[src/rtl/irq_pkg.sv]
package irq_pkg;
  localparam int REG_W = 8;

  typedef enum logic [1:0] {
    RA_CTRL  = 2'd0,
    RA_PFLAG = 2'd1,
    RA_PEN   = 2'd2,
    RA_NONE  = 2'd3
  } reg_addr_e;

  typedef enum logic [1:0] {
    PH_Q1 = 2'd0,
    PH_Q2 = 2'd1,
    PH_Q3 = 2'd2,
    PH_Q4 = 2'd3
  } phase_e;

  typedef enum logic [1:0] {
    SQ_IDLE   = 2'd0,
    SQ_ARMED  = 2'd1,
    SQ_DUMMY1 = 2'd2,
    SQ_DUMMY2 = 2'd3
  } seq_e;

  // control register bit positions (enable n+3 pairs with flag n)
  localparam int B_GIE  = 7;
  localparam int B_PEIE = 6;
  localparam int B_TIE  = 5;
  localparam int B_XIE  = 4;
  localparam int B_PCIE = 3;
  localparam int B_TIF  = 2;
  localparam int B_XIF  = 1;
  localparam int B_PCIF = 0;
  localparam int CORE_SRCS = 3;
endpackage

[src/rtl/irq_pin_sync.sv]
module irq_pin_sync #(
  parameter int STAGES = 2
) (
  input  logic clk,
  input  logic rst_n,
  input  logic pin_i,
  input  logic rise_sel_i,
  output logic edge_o
);
  localparam int LAST = STAGES - 1;

  // STAGES synchronizer flops plus one history flop
  logic [STAGES:0] sh_q;

  always_ff @(posedge clk or negedge rst_n) begin
    if (!rst_n) sh_q <= '0;
    else        sh_q <= {sh_q[STAGES-1:0], pin_i};
  end

  always_comb begin
    if (rise_sel_i) edge_o = sh_q[LAST] & ~sh_q[STAGES];
    else            edge_o = ~sh_q[LAST] & sh_q[STAGES];
  end
endmodule

[src/rtl/irq_regfile.sv]
module irq_regfile
  import irq_pkg::*;
(
  input  logic             clk,
  input  logic             rst_n,
  input  logic             wr_i,
  input  logic [1:0]       waddr_i,
  input  logic [REG_W-1:0] wdata_i,
  input  logic [1:0]       raddr_i,
  output logic [REG_W-1:0] rdata_o,
  input  logic [REG_W-1:0] ctrl_set_i,
  input  logic [REG_W-1:0] pflag_set_i,
  input  logic             gie_set_i,
  input  logic             gie_clr_i,
  output logic [REG_W-1:0] ctrl_o,
  output logic [REG_W-1:0] pflag_o,
  output logic [REG_W-1:0] pen_o
);
  logic [REG_W-1:0] ctrl_q, pflag_q, pen_q;
  logic [REG_W-1:0] ctrl_d, pflag_d, pen_d;

  always_comb begin
    ctrl_d  = (wr_i && waddr_i == RA_CTRL)  ? wdata_i : ctrl_q;
    pflag_d = (wr_i && waddr_i == RA_PFLAG) ? wdata_i : pflag_q;
    pen_d   = (wr_i && waddr_i == RA_PEN)   ? wdata_i : pen_q;
    // hardware sets win over a software clear in the same clock
    ctrl_d  = ctrl_d | ctrl_set_i;
    pflag_d = pflag_d | pflag_set_i;
    if (gie_set_i) ctrl_d[B_GIE] = 1'b1;
    if (gie_clr_i) ctrl_d[B_GIE] = 1'b0;
  end

  always_ff @(posedge clk or negedge rst_n) begin
    if (!rst_n) begin
      ctrl_q  <= '0;
      pflag_q <= '0;
      pen_q   <= '0;
    end else begin
      ctrl_q  <= ctrl_d;
      pflag_q <= pflag_d;
      pen_q   <= pen_d;
    end
  end

  always_comb begin
    unique case (raddr_i)
      RA_CTRL:  rdata_o = ctrl_q;
      RA_PFLAG: rdata_o = pflag_q;
      RA_PEN:   rdata_o = pen_q;
      default:  rdata_o = '0;
    endcase
  end

  assign ctrl_o  = ctrl_q;
  assign pflag_o = pflag_q;
  assign pen_o   = pen_q;

  AST_PFLAG_SET_STICKS: assert property (@(posedge clk) disable iff (!rst_n)
    (|pflag_set_i) |=> ((pflag_q & $past(pflag_set_i)) == $past(pflag_set_i)));
  AST_CTRL_SET_STICKS: assert property (@(posedge clk) disable iff (!rst_n)
    (|ctrl_set_i) |=> ((ctrl_q & $past(ctrl_set_i)) == $past(ctrl_set_i)));
  AST_RETI_SETS_GIE: assert property (@(posedge clk) disable iff (!rst_n)
    (gie_set_i && !gie_clr_i) |=> ctrl_q[B_GIE]);
endmodule

[src/rtl/irq_seq.sv]
module irq_seq
  import irq_pkg::*;
#(
  parameter int          PCW    = 13,
  parameter logic [PCW-1:0] VEC = 'h4
) (
  input  logic             clk,
  input  logic             rst_n,
  input  logic [1:0]       ph_i,
  input  logic [REG_W-1:0] ctrl_i,
  input  logic [REG_W-1:0] pflag_i,
  input  logic [REG_W-1:0] pen_i,
  input  logic [PCW-1:0]   pc_i,
  output logic             req_o,
  output logic             take_o,
  output logic             ack_o,
  output logic [PCW-1:0]   ret_pc_o,
  output logic             dummy_o,
  output logic             vec_fetch_o,
  output logic [PCW-1:0]   vec_addr_o
);
  localparam logic [PCW-1:0] PC_ONE = PCW'(1);

  seq_e           state_q;
  logic           ack_q;
  logic [PCW-1:0] ret_q;
  logic           core_hit, per_hit, sample;

  always_comb begin
    core_hit = |(ctrl_i[B_PCIE +: CORE_SRCS] & ctrl_i[B_PCIF +: CORE_SRCS]);
    per_hit  = ctrl_i[B_PEIE] & (|(pflag_i & pen_i));
    req_o    = ctrl_i[B_GIE] & (core_hit | per_hit);
    sample   = (ph_i == PH_Q1);
    take_o   = sample & req_o & (state_q == SQ_IDLE);
  end

  always_ff @(posedge clk or negedge rst_n) begin
    if (!rst_n) begin
      state_q <= SQ_IDLE;
      ack_q   <= 1'b0;
      ret_q   <= '0;
    end else begin
      ack_q <= take_o;
      if (take_o) ret_q <= pc_i + PC_ONE;
      if (sample) begin
        unique case (state_q)
          SQ_IDLE:   if (take_o) state_q <= SQ_ARMED;
          SQ_ARMED:  state_q <= SQ_DUMMY1;
          SQ_DUMMY1: state_q <= SQ_DUMMY2;
          default:   state_q <= SQ_IDLE;
        endcase
      end
    end
  end

  assign ack_o       = ack_q;
  assign ret_pc_o    = ret_q;
  assign dummy_o     = (state_q == SQ_DUMMY1) || (state_q == SQ_DUMMY2);
  assign vec_fetch_o = (state_q == SQ_DUMMY2);
  assign vec_addr_o  = VEC;

  AST_ACK_AFTER_Q1: assert property (@(posedge clk) disable iff (!rst_n)
    ack_o |-> ($past(ph_i) == PH_Q1));
  AST_SEQ_ONLY_ON_Q1: assert property (@(posedge clk) disable iff (!rst_n)
    (ph_i != PH_Q1) |=> $stable(state_q));
  AST_VEC_IN_DUMMY: assert property (@(posedge clk) disable iff (!rst_n)
    vec_fetch_o |-> dummy_o);
endmodule

[src/rtl/irq_ctrl_unit.sv]
module irq_ctrl_unit
  import irq_pkg::*;
#(
  parameter int PCW         = 13,
  parameter int SYNC_STAGES = 2
) (
  input  logic             clk,
  input  logic             rst_n,
  input  logic [1:0]       ph_i,
  input  logic             bus_wr_i,
  input  logic [1:0]       bus_waddr_i,
  input  logic [REG_W-1:0] bus_wdata_i,
  input  logic [1:0]       bus_raddr_i,
  output logic [REG_W-1:0] bus_rdata_o,
  input  logic             ext_pin_i,
  input  logic             ext_rise_sel_i,
  input  logic             tmr_ovf_i,
  input  logic             port_chg_i,
  input  logic [REG_W-1:0] per_evt_i,
  input  logic [PCW-1:0]   pc_i,
  input  logic             reti_i,
  output logic             irq_req_o,
  output logic             irq_ack_o,
  output logic [PCW-1:0]   ret_pc_o,
  output logic             dummy_o,
  output logic             vec_fetch_o,
  output logic [PCW-1:0]   vec_addr_o
);
  localparam logic [PCW-1:0] VEC_ADDR = PCW'(4);

  logic             pin_edge, pend_q, in_window, ext_set, take;
  logic [REG_W-1:0] ctrl, pflag, pen, ctrl_set;

  irq_pin_sync #(.STAGES(SYNC_STAGES)) u_sync (
    .clk        (clk),
    .rst_n      (rst_n),
    .pin_i      (ext_pin_i),
    .rise_sel_i (ext_rise_sel_i),
    .edge_o     (pin_edge)
  );

  // the pin flag may only change in the phase 4 / phase 1 window
  assign in_window = (ph_i == PH_Q4) || (ph_i == PH_Q1);
  assign ext_set   = (pend_q | pin_edge) & in_window;

  always_ff @(posedge clk or negedge rst_n) begin
    if (!rst_n) pend_q <= 1'b0;
    else        pend_q <= (pend_q | pin_edge) & ~in_window;
  end

  always_comb begin
    ctrl_set         = '0;
    ctrl_set[B_TIF]  = tmr_ovf_i;
    ctrl_set[B_XIF]  = ext_set;
    ctrl_set[B_PCIF] = port_chg_i;
  end

  irq_regfile u_regs (
    .clk         (clk),
    .rst_n       (rst_n),
    .wr_i        (bus_wr_i),
    .waddr_i     (bus_waddr_i),
    .wdata_i     (bus_wdata_i),
    .raddr_i     (bus_raddr_i),
    .rdata_o     (bus_rdata_o),
    .ctrl_set_i  (ctrl_set),
    .pflag_set_i (per_evt_i),
    .gie_set_i   (reti_i),
    .gie_clr_i   (take),
    .ctrl_o      (ctrl),
    .pflag_o     (pflag),
    .pen_o       (pen)
  );

  irq_seq #(.PCW(PCW), .VEC(VEC_ADDR)) u_seq (
    .clk         (clk),
    .rst_n       (rst_n),
    .ph_i        (ph_i),
    .ctrl_i      (ctrl),
    .pflag_i     (pflag),
    .pen_i       (pen),
    .pc_i        (pc_i),
    .req_o       (irq_req_o),
    .take_o      (take),
    .ack_o       (irq_ack_o),
    .ret_pc_o    (ret_pc_o),
    .dummy_o     (dummy_o),
    .vec_fetch_o (vec_fetch_o),
    .vec_addr_o  (vec_addr_o)
  );

  AST_XFLAG_WINDOW: assert property (@(posedge clk) disable iff (!rst_n)
    ($rose(ctrl[B_XIF]) && !$past(bus_wr_i && bus_waddr_i == RA_CTRL))
      |-> ($past(ph_i) == PH_Q4 || $past(ph_i) == PH_Q1));
  AST_GIE_OFF_AT_ACK: assert property (@(posedge clk) disable iff (!rst_n)
    irq_ack_o |-> !ctrl[B_GIE]);
  AST_NO_ACK_WITHOUT_GIE: assert property (@(posedge clk) disable iff (!rst_n)
    !$past(ctrl[B_GIE]) |-> !irq_ack_o);
endmodule

[config.mk]
export PLATFORM = sky130hd
export DESIGN_NAME = irq_ctrl_unit
export DESIGN_NICKNAME = d
export VERILOG_FILES = /design/src/rtl/irq_pkg.sv /design/src/rtl/irq_pin_sync.sv /design/src/rtl/irq_regfile.sv /design/src/rtl/irq_seq.sv /design/src/rtl/irq_ctrl_unit.sv
export SDC_FILE = /design/constraint.sdc
export NUM_CORES = 1
export LEC_CHECK = 0
export BUFFER_PORTS_ARGS = -buffer_cell sky130_fd_sc_hd__buf_4
export CORE_MARGIN = 5
export CORE_UTILIZATION = 30
export CTS_BUF_LIST = sky130_fd_sc_hd__clkbuf_16
export DETAILED_ROUTE_END_ITERATION = 16
export PLACE_DENSITY = 0.59
export SYNTH_ARGS = -nofsm -noshare
export SYNTH_HDL_FRONTEND = slang
export SYNTH_SLANG_ARGS = --single-unit
[constraint.sdc]
create_clock -name clk -period 2.5 [get_ports clk]
set_clock_uncertainty 0.05 [all_clocks]
set_input_delay 0.5 -clock clk [delete_from_list [all_inputs] [get_ports clk]]
set_output_delay 0.5 -clock clk [all_outputs]
set_load 0.03 [all_outputs]
==> impl_metrics.csv, run 1 <==
group,metric,value,unit
run_status,run_status,"completed",
worst_setup_path,critical_path_class,"reg2out",
yosys,syn_area_per_cell,11.2,um2
floorplan,die_x,98.2,um
grt,grt_pass1_vias,1891,
floorplan,pin_count,81,
routing,drt.antenna.violating_nets,0,
layout,final.fill_count,759,
worst_setup_path,worst_ep_arrival_time,1.77,ns
routing,final_routed_wirelength_across_all_metal_layers,5.63,mm
place,dp.cells,374,
clocking,cts_setup_buffers,0,
clocking,cts.hold.buffers_added,0,
routing,first_iter_violations,36,
floorplan,die-area,9650,um2
yosys,yosys.cell_types.count,34,
clocking,cts_made_buffers,5,
pwr,largest_vdd_supply_drop,0.517,mV
timing,post-route-min-period,2.32,ns
pwr,power.leakage,1.40,nW
yosys,number_of_synthesized_flops_with_an_enable_pin,0,
pwr,power-per-cell-area,883,nW/um2
yosys,number_of_warning_messages_in_the_yosys_log,0,
clocking,post_cts_resize_count,0,
place,place_congestion,0.748,
timing,post-route-worst-setup-slack,0.184,ns
layout,area.growth.synth_to_final,30.4,%
routing,routed-via-count,1781,
grt,grt_use_total,12.0,%
yosys,synth_top_cell_area_share,47.1,%
floorplan,die_h,98.2,um
clocking,clk_pin_slew,0.06,ns
yosys,yosysTopAreaCell,"sky130_fd_sc_hd__dfrtp_1",
yosys,synth_seq_area_share,47.1,%
routing,drt_pre_antenna_iters,4,
layout,seqCellArea,1100,um2
floorplan,core.rowCount,32,
worst_setup_path,cp_max_fo,3,
yosys,postSynthRegisterBits,44,
timing,finalSetupViolations,0,
layout,layout.nets,327,
timing,finalMaxSlewViolations,0,
yosys,synth_ff_type,"sky130_fd_sc_hd__dfrtp_1",
grt,grt_first_pass_wirelength,9.36,mm
timing,final.hold.worst_slack,0.166,ns
routing,detail_route.vias_per_cell,4.66,
place,port_buffers,67,
yosys,synthCells,209,
clocking,insertion_delay,0.28,ns
job,max_cap_viol_count,0,
grt,grt_start_max_net_pins,45,
min_path,holdCritPathClass,"in2async",
yosys,async_reset_ff_share,100,%
clocking,clk_root_buffer_cell,"sky130_fd_sc_hd__clkbuf_16",
place,place_ws,0.476,ns
routing,drt-wirelength-per-cell,14.7,um
timing,worstMarginPinSlew,0.722,ns
place,post_dp_cell_area,2910,um2
routing,drc,0,
layout,final-instance-count-excl-fill,382,
layout,post-route-cell-area,3050,um2
worst_setup_path,cp-start-kind,"register",
grt,antenna_found_initial,0,
yosys,synth.area.top_cells,"sky130_fd_sc_hd__dfrtp_1, sky130_fd_sc_hd__mux2_2, sky130_fd_sc_hd__mux2_4",
place,dp_hpwl,4.26,mm
timing,finalSetupTns,0,ns
layout,antenna_cells_inserted,0,
layout,final_util,39.8,%
clocking,tritoncts_clock_tree,"built",
worst_setup_path,cp_data_required_time,1.95,ns
timing,rsz0062_at_grt,"no",
timing,hold_viol_final,0,
worst_setup_path,timing.critical_path.to_type,"output port",
clocking,htree_levels,2,
floorplan,initial_utilization,30.5,%
pwr,post_route_total_power,2.69,mW
grt,globalRouteOverflowTotal,0,
timing,max_clock_freq,432,MHz
layout,post_route_cells_drive_above_1_share,37.9,%
yosys,area_of_the_mapped_netlist,2340,um2
floorplan,core-area,7650,um2
timing,period_share,92.6,%
layout,multi_input_gate_area_in_the_final_layout,1130,um2
clocking,clock_sink_count,44,
clocking,cts-root-to-sink-buffers,2,
timing,timing.slew.headroom,51.7,%
-- placed cells by master, fill, tap and decap left out, types with 4 or more instances in the layout --
master	count
sky130_fd_sc_hd__nand4_1	4
sky130_fd_sc_hd__o21ai_0	9
sky130_fd_sc_hd__xnor2_1	10
sky130_fd_sc_hd__ha_1	5
sky130_fd_sc_hd__mux2i_1	10
sky130_fd_sc_hd__nor2b_1	5
sky130_fd_sc_hd__conb_1	13
sky130_fd_sc_hd__mux2_4	7
sky130_fd_sc_hd__a22o_1	4
sky130_fd_sc_hd__nand3b_1	10
sky130_fd_sc_hd__inv_1	5
sky130_fd_sc_hd__nand3_1	6
sky130_fd_sc_hd__buf_4	70
sky130_fd_sc_hd__clkbuf_16	5
sky130_fd_sc_hd__mux2_2	18
sky130_fd_sc_hd__nand2_1	28
sky130_fd_sc_hd__nor2_1	4
sky130_fd_sc_hd__dfrtp_1	44
-- power by group --
part	internal, mW	switching, mW
Clock	0.363	0.263
Sequential	0.889	0.120
Combinational	0.474	0.581
-- critical path, stage by stage (launching register included) --
cell and delay (ns):
sky130_fd_sc_hd__dfrtp_1 0.39, sky130_fd_sc_hd__a22o_1 0.26, sky130_fd_sc_hd__o41ai_2 0.44, sky130_fd_sc_hd__a21boi_0 0.17
sky130_fd_sc_hd__buf_4 0.21
-- worst paths after layout --
| kind | start | end | slack [ns] | depth (start not counted) |
|---|---|---|---|---|
| setup / recovery | u_regs.pflag_o[1] | irq_req_o | 0.18 | 4 |
| hold / removal | rst_n | u_seq.ret_pc_o[8] | 0.17 | 1 |
| setup reg to reg | u_regs.pflag_o[1] | u_seq.ret_pc_o[8] | 0.59 | 5 |
| hold reg to reg | u_sync.sh_q[0] | u_sync.sh_q[1] | 0.30 | 0 |
| max in group asynchronous | rst_n | u_regs.pflag_o[4] | 1.84 | 1 |
| min in group clk | ext_pin_i | u_sync.sh_q[0] | 0.27 | 1 |
-- cell type report --
cell class,instances,area share (%)
Timing Repair Buffer,70,17.3
Multi-Input combinational cell,153,37.2
Clock inverter,3,0.452
Clock buffer,5,4.11
Inverter,5,0.616
Tap cell,102,4.19
Sequential cell,44,36.2
-- layer usage --
metal | vias up | track usage, % | wire length, um
li1 | 848 | - | -
met1 | 848 | 14.7 | 2300
met2 | 76 | 19.5 | 2610
met3 | 9 | 5.07 | 631
met4 | 0 | 3.57 | 86
met5 | - | 0 | 0
-- sequential cells by signal (all words and copies together), names as in the netlist --
signal and cells:
u_regs.pen_o 8, pend_q 1, u_seq.ack_o 1, u_seq.ret_pc_o 13, u_sync.sh_q 3, u_regs.pflag_o 8, u_seq.state_q 2, u_regs.ctrl_o 8
-- Yosys cell counts, types with 2 or more instances --
library cell                n
sky130_fd_sc_hd__a22o_1     4
sky130_fd_sc_hd__nand4_1    4
sky130_fd_sc_hd__and4_1     3
sky130_fd_sc_hd__or2_2      2
sky130_fd_sc_hd__mux2_2    18
sky130_fd_sc_hd__clkbuf_1   4
sky130_fd_sc_hd__nand3_1    6
sky130_fd_sc_hd__o21ai_0    9
sky130_fd_sc_hd__mux2i_1   10
sky130_fd_sc_hd__buf_4     13
sky130_fd_sc_hd__nor2b_1    5
sky130_fd_sc_hd__ha_1       5
sky130_fd_sc_hd__a211oi_1   2
sky130_fd_sc_hd__mux2_4     7
sky130_fd_sc_hd__nor2_1     4
sky130_fd_sc_hd__conb_1     2
sky130_fd_sc_hd__nand3b_1  10
sky130_fd_sc_hd__inv_1      5
sky130_fd_sc_hd__nand2_1   28
sky130_fd_sc_hd__dfrtp_1   44
sky130_fd_sc_hd__xnor2_1   10
sky130_fd_sc_hd__a211o_1    2
-- cell families (layout without fill, tap and decap cells) --
group                    count (synthesis)  after routing  share of synthesized area [%]
AO/OA/AOI/OAI                           23             23                           7.34
XOR/XNOR                                11             11                           4.12
adder cells (fa/ha/maj)                  5              5                           2.68
buffers and inverters                   23             83                           6.11
flip-flops                              44             44                           47.1
multiplexers                            35             35                           17.5
other                                    2             13                          0.321
AND/OR/NAND/NOR                         66             66                           14.8
Power figures use the tool's default switching activity.
==> inputs of run 2 (changes only) <==
--- a/config.mk
+++ b/config.mk
@@ -11,6 +11,7 @@
 export CTS_BUF_LIST = sky130_fd_sc_hd__clkbuf_16
 export DETAILED_ROUTE_END_ITERATION = 16
 export PLACE_DENSITY = 0.59
+export RECOVER_POWER = 50
 export SYNTH_ARGS = -nofsm -noshare
 export SYNTH_HDL_FRONTEND = slang
 export SYNTH_SLANG_ARGS = --single-unit
==> run 2 against run 1 <==
First-iteration DRC count grew 14%. Flip-flop and latch count is the same. Combinational power is essentially flat. Total power shrank 0.13%. Die area stayed put. Non-clock buffer count stayed put.
==> impl_metrics.csv, run 2 (synthesis gave the netlist of run 1 again) <==
group,metric,value,unit
worst_setup_path,cp-start-kind,"register",
grt,grt_first_pass_wirelength,9.36,mm
timing,finalSetupViolations,0,
routing,drt-wirelength-per-cell,14.7,um
timing,hold_viol_final,0,
grt,grt_use_total,12.0,%
place,dp_hpwl,4.26,mm
layout,final_util,39.7,%
worst_setup_path,cp_data_required_time,1.95,ns
worst_setup_path,slowest_stage,"sky130_fd_sc_hd__o41ai_2",
timing,timing.slew.headroom,24.8,%
worst_setup_path,critical_path_class,"reg2out",
layout,antenna_cells_inserted,0,
min_path,holdCritPathClass,"reg2reg",
timing,rsz0062_at_grt,"no",
worst_setup_path,crit-reg2reg-launch,"u_regs.pflag_o[1]",
min_path,hold_path.startpoint,"u_sync.sh_q[0]",
layout,number_of_flip_flops_under_the_largest_register_name,13,
routing,drc,0,
layout,post-route-cell-area,3040,um2
pwr,p_int,1.72,mW
routing,final_routed_wirelength_across_all_metal_layers,5.60,mm
timing,post-route-worst-setup-slack,0.191,ns
floorplan,initial_utilization,30.5,%
floorplan,die-area,9650,um2
worst_setup_path,cp_cell_sequence,"a22o_1 > o41ai_2 > a21boi_0 > buf_4",
worst_setup_path,timing.critical_path.to_type,"output port",
layout,post_route_cells_drive_above_1_share,37.1,%
worst_setup_path,worst-r2r-cell-count,5,
clocking,cts_setup_buffers,0,
run_status,run_status,"completed",
place,post_dp_cell_area,2910,um2
clocking,htree_levels,2,
layout,layout.cells.most_common,"sky130_fd_sc_hd__buf_4",
clocking,clk_pin_slew,0.06,ns
place,place_congestion,0.748,
pwr,power.share.clock,23.3,%
clocking,clk_root_buffer_cell,"sky130_fd_sc_hd__clkbuf_16",
grt,grt_pass1_vias,1891,
clocking,insertion_delay,0.28,ns
pwr,seq_power_share,37.5,%
floorplan,core-area,7650,um2
place,place_ws,0.476,ns
timing,period_share,92.3,%
place,dp.cells,374,
layout,layout.nets,327,
worst_setup_path,critPathMaxStageDelay,0.44,ns
pwr,share_comb_of_total_power,39.2,%
worst_setup_path,reg_to_reg_slack_setup,0.59,ns
routing,detail_route.vias_per_cell,4.68,
clocking,cts.hold.buffers_added,0,
timing,worstMarginPinSlew,1.13,ns
floorplan,pin_count,81,
place,port_buffers,67,
timing,max_clock_freq,433,MHz
clocking,cts-root-to-sink-buffers,2,
clocking,cts_made_buffers,5,
layout,final-instance-count-excl-fill,382,
floorplan,die_h,98.2,um
job,max_cap_viol_count,0,
timing,post-route-min-period,2.31,ns
routing,first_iter_violations,41,
pwr,p_sw_share,35.8,%
timing,finalSetupTns,0,ns
floorplan,core.rowCount,32,
worst_setup_path,cp_max_fo,3,
min_path,min_delay_worst_endpoint,"u_sync.sh_q[1]",
routing,drt_pre_antenna_iters,4,
layout,leading_cell_types_in_the_layout_fill_and_taps_excluded,"sky130_fd_sc_hd__buf_4, sky130_fd_sc_hd__dfrtp_1, sky130_fd_sc_hd__nand2_1",
grt,globalRouteOverflowTotal,0,
timing,finalMaxSlewViolations,0,
clocking,tritoncts_clock_tree,"built",
routing,routed-via-count,1786,
clocking,post_cts_resize_count,0,
pwr,power.leakage,1.39,nW
routing,drt.antenna.violating_nets,0,
worst_setup_path,worst_ep_arrival_time,1.76,ns
pwr,power-per-cell-area,885,nW/um2
min_path,whs_path_depth,0,
grt,grt_start_max_net_pins,45,
clocking,clock_sink_count,44,
pwr,largest_vdd_supply_drop,0.517,mV
pwr,net-switching-power,962,uW
layout,area.growth.synth_to_final,29.9,%
worst_setup_path,worst_r2r_endpoint,"u_seq.ret_pc_o[8]",
grt,antenna_found_initial,0,
floorplan,die_x,98.2,um
## run 2: cell count changes in the layout (fill, tap and decap cells not counted)
cell / change
sky130_fd_sc_hd__buf_4: -4
sky130_fd_sc_hd__clkbuf_1: +2
sky130_fd_sc_hd__clkbuf_2: +1
sky130_fd_sc_hd__clkbuf_4: +1
## run 2: stage by stage
step / hold WS (ns) / power, mW
finish: 0.296 / 2.69
global placement: 0.282 / 2.08
detailed placement: 0.286 / 2.09
floorplan: 0.154 / 1.69
CTS: 0.190 / 2.73
global route: 0.291 / 2.85
## run 2: how the worst max path moves through the flow
stage | startpoint | to | cells after the start
3_3_place_gp | u_regs.pflag_o[1] | irq_req_o | 4
4_1_cts | u_regs.pflag_o[1] | irq_req_o | 4
5_1_grt | u_regs.pflag_o[1] | irq_req_o | 4
3_5_place_dp | u_regs.pflag_o[1] | irq_req_o | 4
2_1_floorplan | bus_raddr_i[0] | bus_rdata_o[0] | 3
6_report | u_regs.pflag_o[1] | irq_req_o | 4
## run 2: power by group through the flow
stage | combinational (mW) | clock, mW | sequential (mW)
after floorplan | 0.490 | 0 | 1.20
after global placement | 1.06 | 0 | 1.02
after detailed placement | 1.07 | 0 | 1.02
after CTS | 1.07 | 0.650 | 1.01
after global routing | 1.13 | 0.682 | 1.03
final | 1.05 | 0.625 | 1.01
## run 2: area by class of cell
type	instances	area, um2
clock inverter	3	13.8
timing repair buffer	70	515
tap	102	128
sequential	44	1100
multi-input combinational	153	1130
inverter	5	18.8
fill	761	4610
clock buffer	5	125
## run 2: metal layers
layer / vias to the layer above / track usage, % / share of wire, %
li1: 847 / - / -
met1: 852 / 14.7 / 41
met2: 78 / 19.5 / 46
met3: 9 / 5.07 / 11
met4: 0 / 3.57 / 1.5
met5: - / 0 / 0
## run 2: critical path, delay by kind of cell (launching register included)
kind                   cells  cell delay, ns
flip-flops                 1            0.39
AO/OA/AOI/OAI              3            0.87
buffers and inverters      1            0.21
